$ cat config.mk
export PLATFORM = sky130hd
export DESIGN_NAME = pe_status_top
export DESIGN_NICKNAME = d
export VERILOG_FILES = /design/src/rtl/pe_stat_pkg.sv /design/src/rtl/pe_sync.sv /design/src/rtl/pe_op_seq.sv /design/src/rtl/pe_flag_core.sv /design/src/rtl/pe_bus_capture.sv /design/src/rtl/pe_status_top.sv
export SDC_FILE = /design/constraint.sdc
export NUM_CORES = 1
export LEC_CHECK = 0
export ABC_AREA = 1
export CAP_MARGIN = 10
export CORE_UTILIZATION = 47
export CTS_CLUSTER_DIAMETER = 40
export CTS_CLUSTER_SIZE = 10
export DETAILED_ROUTE_END_ITERATION = 8
export GPL_ROUTABILITY_DRIVEN = 0
export PLACE_DENSITY = 0.74
export SLEW_MARGIN = 5
export SYNTH_ARGS = -nofsm -noshare
export SYNTH_HDL_FRONTEND = slang
export SYNTH_SLANG_ARGS = --single-unit
$ cat constraint.sdc
create_clock -name clk -period 1.2 [get_ports clk]
set_clock_uncertainty 0.15 [all_clocks]
set_input_delay 0.36 -clock clk [delete_from_list [all_inputs] [get_ports clk]]
set_output_delay 0.36 -clock clk [all_outputs]
set_load 0.01 [all_outputs]
$ cat src/rtl/pe_stat_pkg.sv
package pe_stat_pkg;

  // Engine sequencer states
  typedef enum logic [1:0] {
    SQ_IDLE   = 2'd0,
    SQ_RUN    = 2'd1,
    SQ_SPWAIT = 2'd2,
    SQ_PAUSED = 2'd3
  } sq_state_t;

  // Positions inside the status word
  localparam int unsigned BIT_READY  = 7;
  localparam int unsigned BIT_ESUSP  = 6;
  localparam int unsigned BIT_EFAIL  = 5;
  localparam int unsigned BIT_PFAIL  = 4;
  localparam int unsigned BIT_SUPPLY = 3;
  localparam int unsigned BIT_PSUSP  = 2;
  localparam int unsigned BIT_LOCK   = 1;

  // Sticky error register layout
  localparam int unsigned ERR_W    = 4;
  localparam int unsigned ERR_LOCK = 0;
  localparam int unsigned ERR_SUP  = 1;
  localparam int unsigned ERR_PF   = 2;
  localparam int unsigned ERR_EF   = 3;

endpackage

$ cat src/rtl/pe_sync.sv
module pe_sync #(
  parameter int unsigned W      = 2,
  parameter int unsigned STAGES = 2,
  parameter logic        RST_V  = 1'b1
) (
  input  logic         clk,
  input  logic         rst_n,
  input  logic [W-1:0] din,
  output logic [W-1:0] dout
);

  logic [W-1:0] stg_q [STAGES];

  generate
    for (genvar s = 0; s < STAGES; s++) begin : g_stage
      logic [W-1:0] stg_d;
      if (s == 0) begin : g_first
        assign stg_d = din;
      end else begin : g_rest
        assign stg_d = stg_q[s-1];
      end
      always_ff @(posedge clk or negedge rst_n) begin
        if (!rst_n) stg_q[s] <= {W{RST_V}};
        else        stg_q[s] <= stg_d;
      end
    end
  endgenerate

  assign dout = stg_q[STAGES-1];

endmodule

$ cat src/rtl/pe_op_seq.sv
module pe_op_seq
  import pe_stat_pkg::*;
#(
  parameter int unsigned PROG_CYCLES  = 8,
  parameter int unsigned ERASE_CYCLES = 24,
  parameter int unsigned SUSP_LAT     = 4
) (
  input  logic clk,
  input  logic rst_n,
  input  logic cmd_prog,
  input  logic cmd_erase,
  input  logic cmd_susp,
  input  logic cmd_resume,
  input  logic blk_locked,
  input  logic supply_ok,
  input  logic err_any,
  output logic busy,
  output logic paused,
  output logic op_erase,
  output logic abort_lock,
  output logic abort_sup,
  output logic done
);

  localparam int unsigned MAXC = (PROG_CYCLES > ERASE_CYCLES) ? PROG_CYCLES : ERASE_CYCLES;
  localparam int unsigned CW   = $clog2(MAXC + 1);
  localparam int unsigned SW   = $clog2(SUSP_LAT + 1);

  sq_state_t     st_q, st_d;
  logic [CW-1:0] cnt_q, cnt_d;
  logic [SW-1:0] scnt_q, scnt_d;
  logic          erase_q, erase_d;
  logic          start_req, start_en;

  assign start_req = cmd_prog | cmd_erase;
  assign start_en  = (st_q == SQ_IDLE) && start_req && !err_any;

  always_comb begin
    st_d       = st_q;
    cnt_d      = cnt_q;
    scnt_d     = scnt_q;
    erase_d    = erase_q;
    abort_lock = 1'b0;
    abort_sup  = 1'b0;
    done       = 1'b0;
    unique case (st_q)
      SQ_IDLE: begin
        if (start_en) begin
          if (!supply_ok || blk_locked) begin
            abort_sup  = !supply_ok;
            abort_lock = blk_locked;
          end else begin
            st_d    = SQ_RUN;
            erase_d = !cmd_prog;
            cnt_d   = cmd_prog ? CW'(PROG_CYCLES - 1) : CW'(ERASE_CYCLES - 1);
          end
        end
      end
      SQ_RUN: begin
        if (cnt_q == '0) begin
          done = 1'b1;
          st_d = SQ_IDLE;
        end else begin
          cnt_d = cnt_q - 1'b1;
          if (cmd_susp) begin
            st_d   = SQ_SPWAIT;
            scnt_d = SW'(SUSP_LAT - 1);
          end
        end
      end
      SQ_SPWAIT: begin
        if (cnt_q == '0) begin
          done = 1'b1;
          st_d = SQ_IDLE;
        end else begin
          cnt_d = cnt_q - 1'b1;
          if (scnt_q == '0) st_d = SQ_PAUSED;
          else              scnt_d = scnt_q - 1'b1;
        end
      end
      SQ_PAUSED: begin
        if (cmd_resume) st_d = SQ_RUN;
      end
      default: st_d = SQ_IDLE;
    endcase
  end

  always_ff @(posedge clk or negedge rst_n) begin
    if (!rst_n) begin
      st_q    <= SQ_IDLE;
      cnt_q   <= '0;
      scnt_q  <= '0;
      erase_q <= 1'b0;
    end else begin
      st_q    <= st_d;
      cnt_q   <= cnt_d;
      scnt_q  <= scnt_d;
      erase_q <= erase_d;
    end
  end

  assign busy     = (st_q == SQ_RUN) || (st_q == SQ_SPWAIT);
  assign paused   = (st_q == SQ_PAUSED);
  assign op_erase = erase_q;


  clean_start_runs_chk: assert property (@(posedge clk) disable iff (!rst_n)
    (st_q == SQ_IDLE && start_req && !err_any && supply_ok && !blk_locked) |=> busy);


  err_blocks_start_chk: assert property (@(posedge clk) disable iff (!rst_n)
    (st_q == SQ_IDLE && err_any) |=> (st_q == SQ_IDLE));


  idle_susp_ignored_chk: assert property (@(posedge clk) disable iff (!rst_n)
    (st_q == SQ_IDLE && !start_req && cmd_susp) |=> (st_q == SQ_IDLE));


  resume_runs_chk: assert property (@(posedge clk) disable iff (!rst_n)
    (paused && cmd_resume) |=> (busy && $stable(cnt_q)));


  op_kind_stable_chk: assert property (@(posedge clk) disable iff (!rst_n)
    (st_q != SQ_IDLE) |=> $stable(erase_q));

endmodule

$ cat src/rtl/pe_flag_core.sv
module pe_flag_core
  import pe_stat_pkg::*;
(
  input  logic       clk,
  input  logic       rst_n,
  input  logic       cmd_clear,
  input  logic       busy,
  input  logic       paused,
  input  logic       op_erase,
  input  logic       abort_lock,
  input  logic       abort_sup,
  input  logic       done,
  input  logic       prog_vfail,
  input  logic       erase_vfail,
  output logic       err_any,
  output logic [7:0] live_word
);

  logic [ERR_W-1:0] err_q, err_d, err_set;

  always_comb begin
    err_set           = '0;
    err_set[ERR_LOCK] = abort_lock;
    err_set[ERR_SUP]  = abort_sup;
    err_set[ERR_PF]   = done && !op_erase && prog_vfail;
    err_set[ERR_EF]   = done &&  op_erase && erase_vfail;
    if (cmd_clear) err_d = '0;
    else           err_d = err_q | err_set;
  end

  always_ff @(posedge clk or negedge rst_n) begin
    if (!rst_n) err_q <= '0;
    else        err_q <= err_d;
  end

  assign err_any = |err_q;

  always_comb begin
    live_word             = 8'h00;
    live_word[BIT_READY]  = !busy;
    live_word[BIT_ESUSP]  = paused && op_erase;
    live_word[BIT_EFAIL]  = err_q[ERR_EF];
    live_word[BIT_PFAIL]  = err_q[ERR_PF];
    live_word[BIT_SUPPLY] = err_q[ERR_SUP];
    live_word[BIT_PSUSP]  = paused && !op_erase;
    live_word[BIT_LOCK]   = err_q[ERR_LOCK];
  end


  sticky_keep_chk: assert property (@(posedge clk) disable iff (!rst_n)
    !cmd_clear |=> ((err_q & $past(err_q)) == $past(err_q)));


  clear_drops_chk: assert property (@(posedge clk) disable iff (!rst_n)
    cmd_clear |=> (err_q == '0));


  susp_bits_chk: assert property (@(posedge clk) disable iff (!rst_n)
    $onehot0({live_word[BIT_ESUSP], live_word[BIT_PSUSP]}) && !(busy && paused));

endmodule

$ cat src/rtl/pe_bus_capture.sv
module pe_bus_capture #(
  parameter int unsigned SYNC_STAGES = 2
) (
  input  logic       clk,
  input  logic       rst_n,
  input  logic       ce_n,
  input  logic       oe_n,
  input  logic [7:0] live_word,
  output logic [7:0] stat_q
);

  logic [1:0] en_s;
  logic       rd_act, rd_act_q, cap_en;
  logic [7:0] stat_d;

  pe_sync #(.W(2), .STAGES(SYNC_STAGES), .RST_V(1'b1)) u_en_sync (
    .clk  (clk),
    .rst_n(rst_n),
    .din  ({ce_n, oe_n}),
    .dout (en_s)
  );

  assign rd_act = !en_s[1] && !en_s[0];
  assign cap_en = rd_act && !rd_act_q;

  always_comb begin
    stat_d = stat_q;
    if (cap_en) stat_d = live_word;
  end

  always_ff @(posedge clk or negedge rst_n) begin
    if (!rst_n) begin
      rd_act_q <= 1'b0;
      stat_q   <= 8'h00;
    end else begin
      rd_act_q <= rd_act;
      stat_q   <= stat_d;
    end
  end


  hold_while_low_chk: assert property (@(posedge clk) disable iff (!rst_n)
    (rd_act && rd_act_q) |=> $stable(stat_q));


  capture_edge_chk: assert property (@(posedge clk) disable iff (!rst_n)
    (rd_act && !rd_act_q) |=> (stat_q == $past(live_word)));

endmodule

$ cat src/rtl/pe_status_top.sv
module pe_status_top #(
  parameter int unsigned PROG_CYCLES  = 8,
  parameter int unsigned ERASE_CYCLES = 24,
  parameter int unsigned SUSP_LAT     = 4,
  parameter int unsigned SYNC_STAGES  = 2
) (
  input  logic       clk,
  input  logic       rst_n,
  input  logic       cmd_prog,
  input  logic       cmd_erase,
  input  logic       cmd_susp,
  input  logic       cmd_resume,
  input  logic       cmd_clear,
  input  logic       blk_locked,
  input  logic       supply_ok,
  input  logic       prog_vfail,
  input  logic       erase_vfail,
  input  logic       ce_n,
  input  logic       oe_n,
  output logic [7:0] stat_q,
  output logic       rd_status_sel
);

  logic       rst_sync_n;
  logic [0:0] rst_chain;
  logic       busy, paused, op_erase, abort_lock, abort_sup, done, err_any;
  logic [7:0] live_word;

  pe_sync #(.W(1), .STAGES(2), .RST_V(1'b0)) u_rst_sync (
    .clk  (clk),
    .rst_n(rst_n),
    .din  (1'b1),
    .dout (rst_chain)
  );
  assign rst_sync_n = rst_chain[0];

  pe_op_seq #(
    .PROG_CYCLES (PROG_CYCLES),
    .ERASE_CYCLES(ERASE_CYCLES),
    .SUSP_LAT    (SUSP_LAT)
  ) u_seq (
    .clk       (clk),
    .rst_n     (rst_sync_n),
    .cmd_prog  (cmd_prog),
    .cmd_erase (cmd_erase),
    .cmd_susp  (cmd_susp),
    .cmd_resume(cmd_resume),
    .blk_locked(blk_locked),
    .supply_ok (supply_ok),
    .err_any   (err_any),
    .busy      (busy),
    .paused    (paused),
    .op_erase  (op_erase),
    .abort_lock(abort_lock),
    .abort_sup (abort_sup),
    .done      (done)
  );

  pe_flag_core u_flags (
    .clk        (clk),
    .rst_n      (rst_sync_n),
    .cmd_clear  (cmd_clear),
    .busy       (busy),
    .paused     (paused),
    .op_erase   (op_erase),
    .abort_lock (abort_lock),
    .abort_sup  (abort_sup),
    .done       (done),
    .prog_vfail (prog_vfail),
    .erase_vfail(erase_vfail),
    .err_any    (err_any),
    .live_word  (live_word)
  );

  pe_bus_capture #(.SYNC_STAGES(SYNC_STAGES)) u_cap (
    .clk      (clk),
    .rst_n    (rst_sync_n),
    .ce_n     (ce_n),
    .oe_n     (oe_n),
    .live_word(live_word),
    .stat_q   (stat_q)
  );

  assign rd_status_sel = busy;


  resv_zero_chk: assert property (@(posedge clk) disable iff (!rst_sync_n)
    $past(stat_q[0] == 1'b0) |-> (stat_q[0] == 1'b0));

endmodule

=== Yosys cells after proc, flatten, opt, wreduce, memory -nomap -nowiden ===
Cells that the tools add are included.

* Add/sub/neg operators: 2
* Equal/unequal tests: 13
* Multiplexer cells: 27
* Bitwise gates (word level): 3
* Reductions and logical operators: 31

{| class="wikitable"
|+ Operator list
! operator !! count
|-
| two-way mux 5 bit || 4
|-
| two-way mux 2 bit || 7
|-
| inequality test 2 bit, second input constant || 7
|-
| two-way mux 3 bit || 4
|-
| logical AND 1 bit || 10
|-
| one-hot mux 5 bit (2 select lines) || 1
|-
| AND reduction 5 bit || 2
|-
| logical NOT 1 bit || 8
|-
| two-way mux 1 bit || 8
|-
| one-hot mux 2 bit (4 select lines) || 1
|-
| one-hot mux 3 bit (2 select lines) || 1
|-
| logical NOT 5 bit || 1
|-
| subtractor 5 x 1 -> 5 bit, second input constant || 1
|-
| == test 2 bit, second input constant || 2
|-
| two-way mux 4 bit || 1
|-
| OR 4 bit || 1
|-
| AND reduction 4 bit || 1
|-
| nonzero test 2 bit || 2
|-
| OR reduction 4 bit || 1
|-
| logical NOT 3 bit || 1
|-
| inequality test 3 x 1 -> 1 bit, second input constant || 1
|-
| inequality test 3 x 2 -> 1 bit, second input constant || 1
|-
| AND reduction 3 bit || 1
|-
| subtractor 3 x 1 -> 3 bit, second input constant || 1
|-
| 7 further kinds || 8
|}

* Flip-flop bits (word level): 29

=== Depth between registers and ports, before layout ===
* Word-level depth: 7
* Depth in mapped cells: 9
* Mapped depth without buffers: 9

=== Modules after synthesis ===
Synthesis repeated with hierarchy kept, for this count alone.

* Cells, all modules: 186
* Area total of the unflattened synthesis: 1524.0 µm²

{| class="wikitable"
|+ Modules (own cells, without submodules)
! module !! times used !! cells each !! area an instance (µm²) !! seq. area each (µm²)
|-
| pe_op_seq || 1 || 119 || 802.0 || 275.3
|-
| pe_bus_capture || 1 || 36 || 360.3 || 225.2
|-
| pe_flag_core || 1 || 24 || 202.7 || 100.1
|-
| pe_sync (u_cap.u_en_sync) || 1 || 4 || 105.1 || 105.1
|-
| pe_sync (u_rst_sync) || 1 || 2 || 50.0 || 50.0
|-
| pe_status_top || 1 || 1 || 3.8 || 0.0
|}

=== Least setup slack after synthesis ===
No wires, ideal clock.

* Kind: reg-to-reg
* From: register u_seq.st_q[0]
* To: register u_seq.cnt_q[4]
* Setup time: 118 ps
* Data arrival time: 1363 ps
* Slack: -431 ps
* Cell stages (with the launch flop): 9
* Buffers on the path: 0
* Clock period less this slack: 1631 ps
* Cell sequence: dfrtp_1 > inv_1 > ha_1 > inv_1 > nor2_4 > nor2_4 > nand2_4 > nand2_1 > nand2_1

* Cells in the longest elaborated chain, start to end: 5
* Elaborated cells on any way between the ends: 12
* Classes of those cells: eq/ne: 5; mux: 1; reduce/logical: 6

{| class="wikitable"
|+ Ends and longest elaborated chain
! what !! RTL line !! RTL
|-
| start, declared || pe_op_seq.sv:29 || <nowiki>sq_state_t st_q, st_d;</nowiki>
|-
| start signal, assigned || pe_op_seq.sv:95 || <nowiki>st_q <= st_d;</nowiki>
|-
| logical NOT 2 bit || pe_op_seq.sv:36, pe_op_seq.sv:46 ||
|-
| logical AND 1 bit (2 in series) || pe_op_seq.sv:36 || <nowiki>assign start_en = (st_q == SQ_IDLE) && start_req && !err_any;</nowiki>
|-
| inequality test 2 x 1 -> 1 bit (no source line) || -- ||
|-
| AND reduction 4 bit (no source line) || -- ||
|-
| end signal, assigned || pe_op_seq.sv:96 || <nowiki>cnt_q <= cnt_d;</nowiki>
|-
| end, declared || pe_op_seq.sv:30 || <nowiki>logic [CW-1:0] cnt_q, cnt_d;</nowiki>
|}

Several ways; a longest one is shown, not always the timed one.
A chain may end at the register's enable or synchronous reset.

=== Worst setup path in the final report ===
* From: register u_seq.st_q[1]
* To: output port rd_status_sel

* Cells in the longest elaborated chain, start to end: 2
* Elaborated cells on any way between the ends: 3
* Classes of those cells: eq/ne: 2; reduce/logical: 1

{| class="wikitable"
|+ Ends and longest elaborated chain
! what !! RTL line !! RTL
|-
| == test 2 x 1 -> 1 bit / == test 2 bit (equally long branches) || pe_op_seq.sv:102 || <nowiki>assign busy = (st_q == SQ_RUN) || (st_q == SQ_SPWAIT);</nowiki>
|-
| logical OR 1 bit (*) || pe_op_seq.sv:102 ||
|-
| end, declared || pe_status_top.sv:21 || <nowiki>output logic rd_status_sel</nowiki>
|}

Mark *: on every way between the ends. The rest lies on a longest branch, timed or not.

==> results <==
- The post-route antenna net violation count is 0.
- The die covers ~0.0032 sq mm.
- In the post-synthesis netlist, the biggest area contributors are dfrtp_1 (45%), nand2_1 (12%), dfstp_2 (7.5%).
- Max-cap violations in this run came to 0.
- The path class of the tightest hold or removal check is in -> async.
- The cell area after synthesis is 0.00139 sq mm.
- Using the TritonRoute via totals, the vias-per-cell ratio works out to 5.07.
- The synthesized instance count is 158.
- The synthesis-stage register bit count is 29.
- The overall power after layout is around 5 mW.
- The warning count from the yosys run is 0.
- Setup violations remaining at the end of the flow were counted as 28.
- The number of distinct standard cells referenced by the synthesized netlist is 24.
- The cell row count is 19.
- Setup repair after global routing could not meet its margin everywhere.
- The number of levels in the clock H-tree is 2.
- The final wirelength is 3.64 mm.
- After layout, the worst setup slack is -0.459 ns.
- The number of vias after detailed routing is 1,289.
- In the final design database the tool counted about 240 nets.
- The final standard cell count with taps included and fillers excluded is 254.
- On the final layout, the worst hold slack is between 0.02 and 0.03 ns.
- The area fraction of the dominant cell type after synthesis is 0.449.
- The share of the clock period used by the worst path is 1.38.
- The biggest area contributor in the post-synthesis netlist is dfrtp_1.
- The final global-route overflow total is 0.
- Port buffering added 20 buffers.
- The clock tree from TritonCTS is done.
- The clock drives 29 sinks.
- STA classifies the critical path endpoint as an output port.
- TritonCTS created 5 clock buffers.
- For the worst-skew pair, the clock arrives at the later sink with an insertion delay of 0.33 ns.
- The critical path required time is 0.69 ns.
- The peak ir drop on the vdd network is 2.11 mV.
- The analysis attributes to cell leakage a power of 1.04 nW.
- The DRC violation count after routing is 0.
- The vertical die dimension is about 56 microns.
- The achievable frequency is ~0.60 GHz.
- Entering global routing, the biggest net connects 16 pins.
- In this run, the number of DRC markers left after iteration 0 of detailed routing was 85.
- The via count of the first global-routing pass was 1,305.
- The worst setup path is of the reg -> out kind.
- The total I/O pin count is 22.
- The HPWL after detailed placement is 2.09 mm.
- The minimum period implied by the final worst setup slack is 1.66 ns.
- The flow ran to the end, but the final reports show violations.
- The overall fraction of global-route tracks in use is 0.219.
- The total count of max-transition violations in the final report is 0.
- The count of antenna diodes in the layout is 0.
- The number of antenna violations at the first check in global routing is 0.
- The library cells used most frequently in the layout, excluding fill and tap cells, are nand2_1 (38), buf_4 (32), dfrtp_1 (25).
- The starting density of the core is 0.501.
- The number of failing hold endpoints at the final stage is 0.
- The placement-stage worst setup slack is -0.647 ns.
- The worst setup path is launched from a flip-flop.
- The horizontal die dimension is 56.5 microns.
- The maximum fanout along the worst path is 2.
- The sequential element share of the synthesized area is 0.524.
- The fill cell total of the finished layout is 158.
- The average routed wire per standard cell is around 14 microns.
- The power density normalized to cell area is 2280 mW/mm^2.
- The first global-routing pass estimated 5.35 mm of wire.
- The commonest non-fill, non-tap cell in the layout is nand2_1.
- The checks that failed: setup timing.
- The total placed cells including tap cells is 230.
- The synthesis-to-layout area growth is 55.3%.
- The ratio of cells with drive above 1 in the final layout is 0.466.
- The pre-antenna-repair detailed-routing pass consisted of 4 iterations.
- The number of buffers on the longest clock path is 2.
- The final core area utilization is 0.778.
- For the worst setup path, the data arrival time is roughly 1.2 ns.
- The core region is about 0.0028 sq mm.
- After clock tree synthesis, the clock-pin slew on the worst setup and hold paths is 0.09 ns.
- The average cell area after synthesis is between 8 and 9 sq um.
- The CTS root buffer is clkbuf_4.
- The number of nets produced by synthesis is 178.
## registers in the layout, summed over array words and instances (netlist names)
| register | cells |
|---|---|
| u_cap.rd_act_q | 1 |
| u_rst_sync.g_stage.stg_d | 1 |
| u_seq.scnt_q | 3 |
| u_flags.err_q | 4 |
| u_seq.st_q | 2 |
| u_seq.cnt_q | 5 |
| u_cap.u_en_sync.dout | 2 |
| u_cap.stat_q | 7 |
| u_rst_sync.dout | 1 |
| u_seq.op_erase | 1 |
| u_cap.u_en_sync.g_stage.stg_d | 2 |
## path summary, 6_finish.rpt
check | slack, ns | cells after the start | to | start
max in group asynchronous | 0.59 | 1 | u_cap.u_en_sync.dout[1] | u_rst_sync.dout
min reg2reg | 0.06 | 1 | u_seq.st_q[0] | u_rst_sync.dout
max | -0.46 | 3 | rd_status_sel | u_seq.st_q[1]
max reg2reg | -0.41 | 9 | u_seq.cnt_q[4] | u_seq.st_q[1]
min in group clk | 0.21 | 0 | u_rst_sync.dout | u_rst_sync.g_stage[1].stg_d
min | 0.03 | 1 | u_rst_sync.g_stage[1].stg_d | rst_n
## cells by family after synthesis
family	count (synthesis)	share of synthesized area
compound gates	18	0.0709
fa+ha+maj	7	0.0628
buf+inv	22	0.0619
flops	29	0.524
other cells	2	0.00539
simple gates	80	0.275
## area by class of cell
cell class	instances	area [sq um]	share of cell area
multi-input cells	107	767	0.354
flip-flops and latches	29	731	0.338
repair buffers	58	473	0.218
inverters	20	80.1	0.0370
clock buffers	7	65.1	0.0301
well taps	31	38.8	0.0179
clock inverters	1	5.00	0.00231
repair inverters	1	5.00	0.00231
## worst max-delay path: stages, from the launching register on
cell and delay, ns:
dfrtp_1 0.41, inv_2 0.09, ha_4 0.21, buf_6 0.12
## metal layers
layer  vias to the layer above  GRT usage  part of all wire
li1                        624          -                 -
met1                       611      0.232              0.38
met2                        47      0.400              0.56
met3                         7     0.0599             0.044
met4                         0     0.0976             0.018
met5                         -          0                 0
## synth_stat cells
library cell,n
a21oi_1,7
a21oi_2,1
buf_4,1
clkbuf_1,1
conb_1,2
dfrtp_1,25
dfstp_2,4
ha_1,7
inv_1,20
nand2_1,43
nand2_2,1
nand2_4,1
nand3_1,12
nand3_2,1
nand3_4,1
nand3b_1,1
nand4_1,1
nor2_1,10
nor2_2,2
nor2_4,2
nor3_1,1
o21ai_0,8
o31ai_1,2
or2_2,4
## repair_timing
| item | in CTS | in global routing |
|---|---|---|
| pin swaps | 4 | 12 |
| gates cloned | 0 | 1 |
| resized for setup | 56 | 27 |
| endpoints found under the setup margin | 30 | 30 |
| setup buffers | 8 | 8 |
| hold buffers | 0 | 0 |
## power breakdown
| part | switching (mW) | total [mW] | leakage (nW) | internal (mW) |
|---|---|---|---|---|
| logic | 1.48 | 2.87 | 0.643 | 1.39 |
| clock network | 0.355 | 0.694 | 0.0413 | 0.339 |
| registers | 0.156 | 1.37 | 0.358 | 1.22 |
| total | 1.99 | 4.94 | 1.04 | 2.95 |
## per-stage QoR
| step | setup TNS, ns | instance area (sq um) |
|---|---|---|
| after floorplan | -3.21 | 1440 |
| after global placement | -8.59 | 1840 |
| final | -7.09 | 2160 |
| after CTS | -6.20 | 2010 |
| after detailed placement | -9.70 | 1840 |
| after global routing | -8.83 | 2160 |
(Power assumes the default switching activity.)
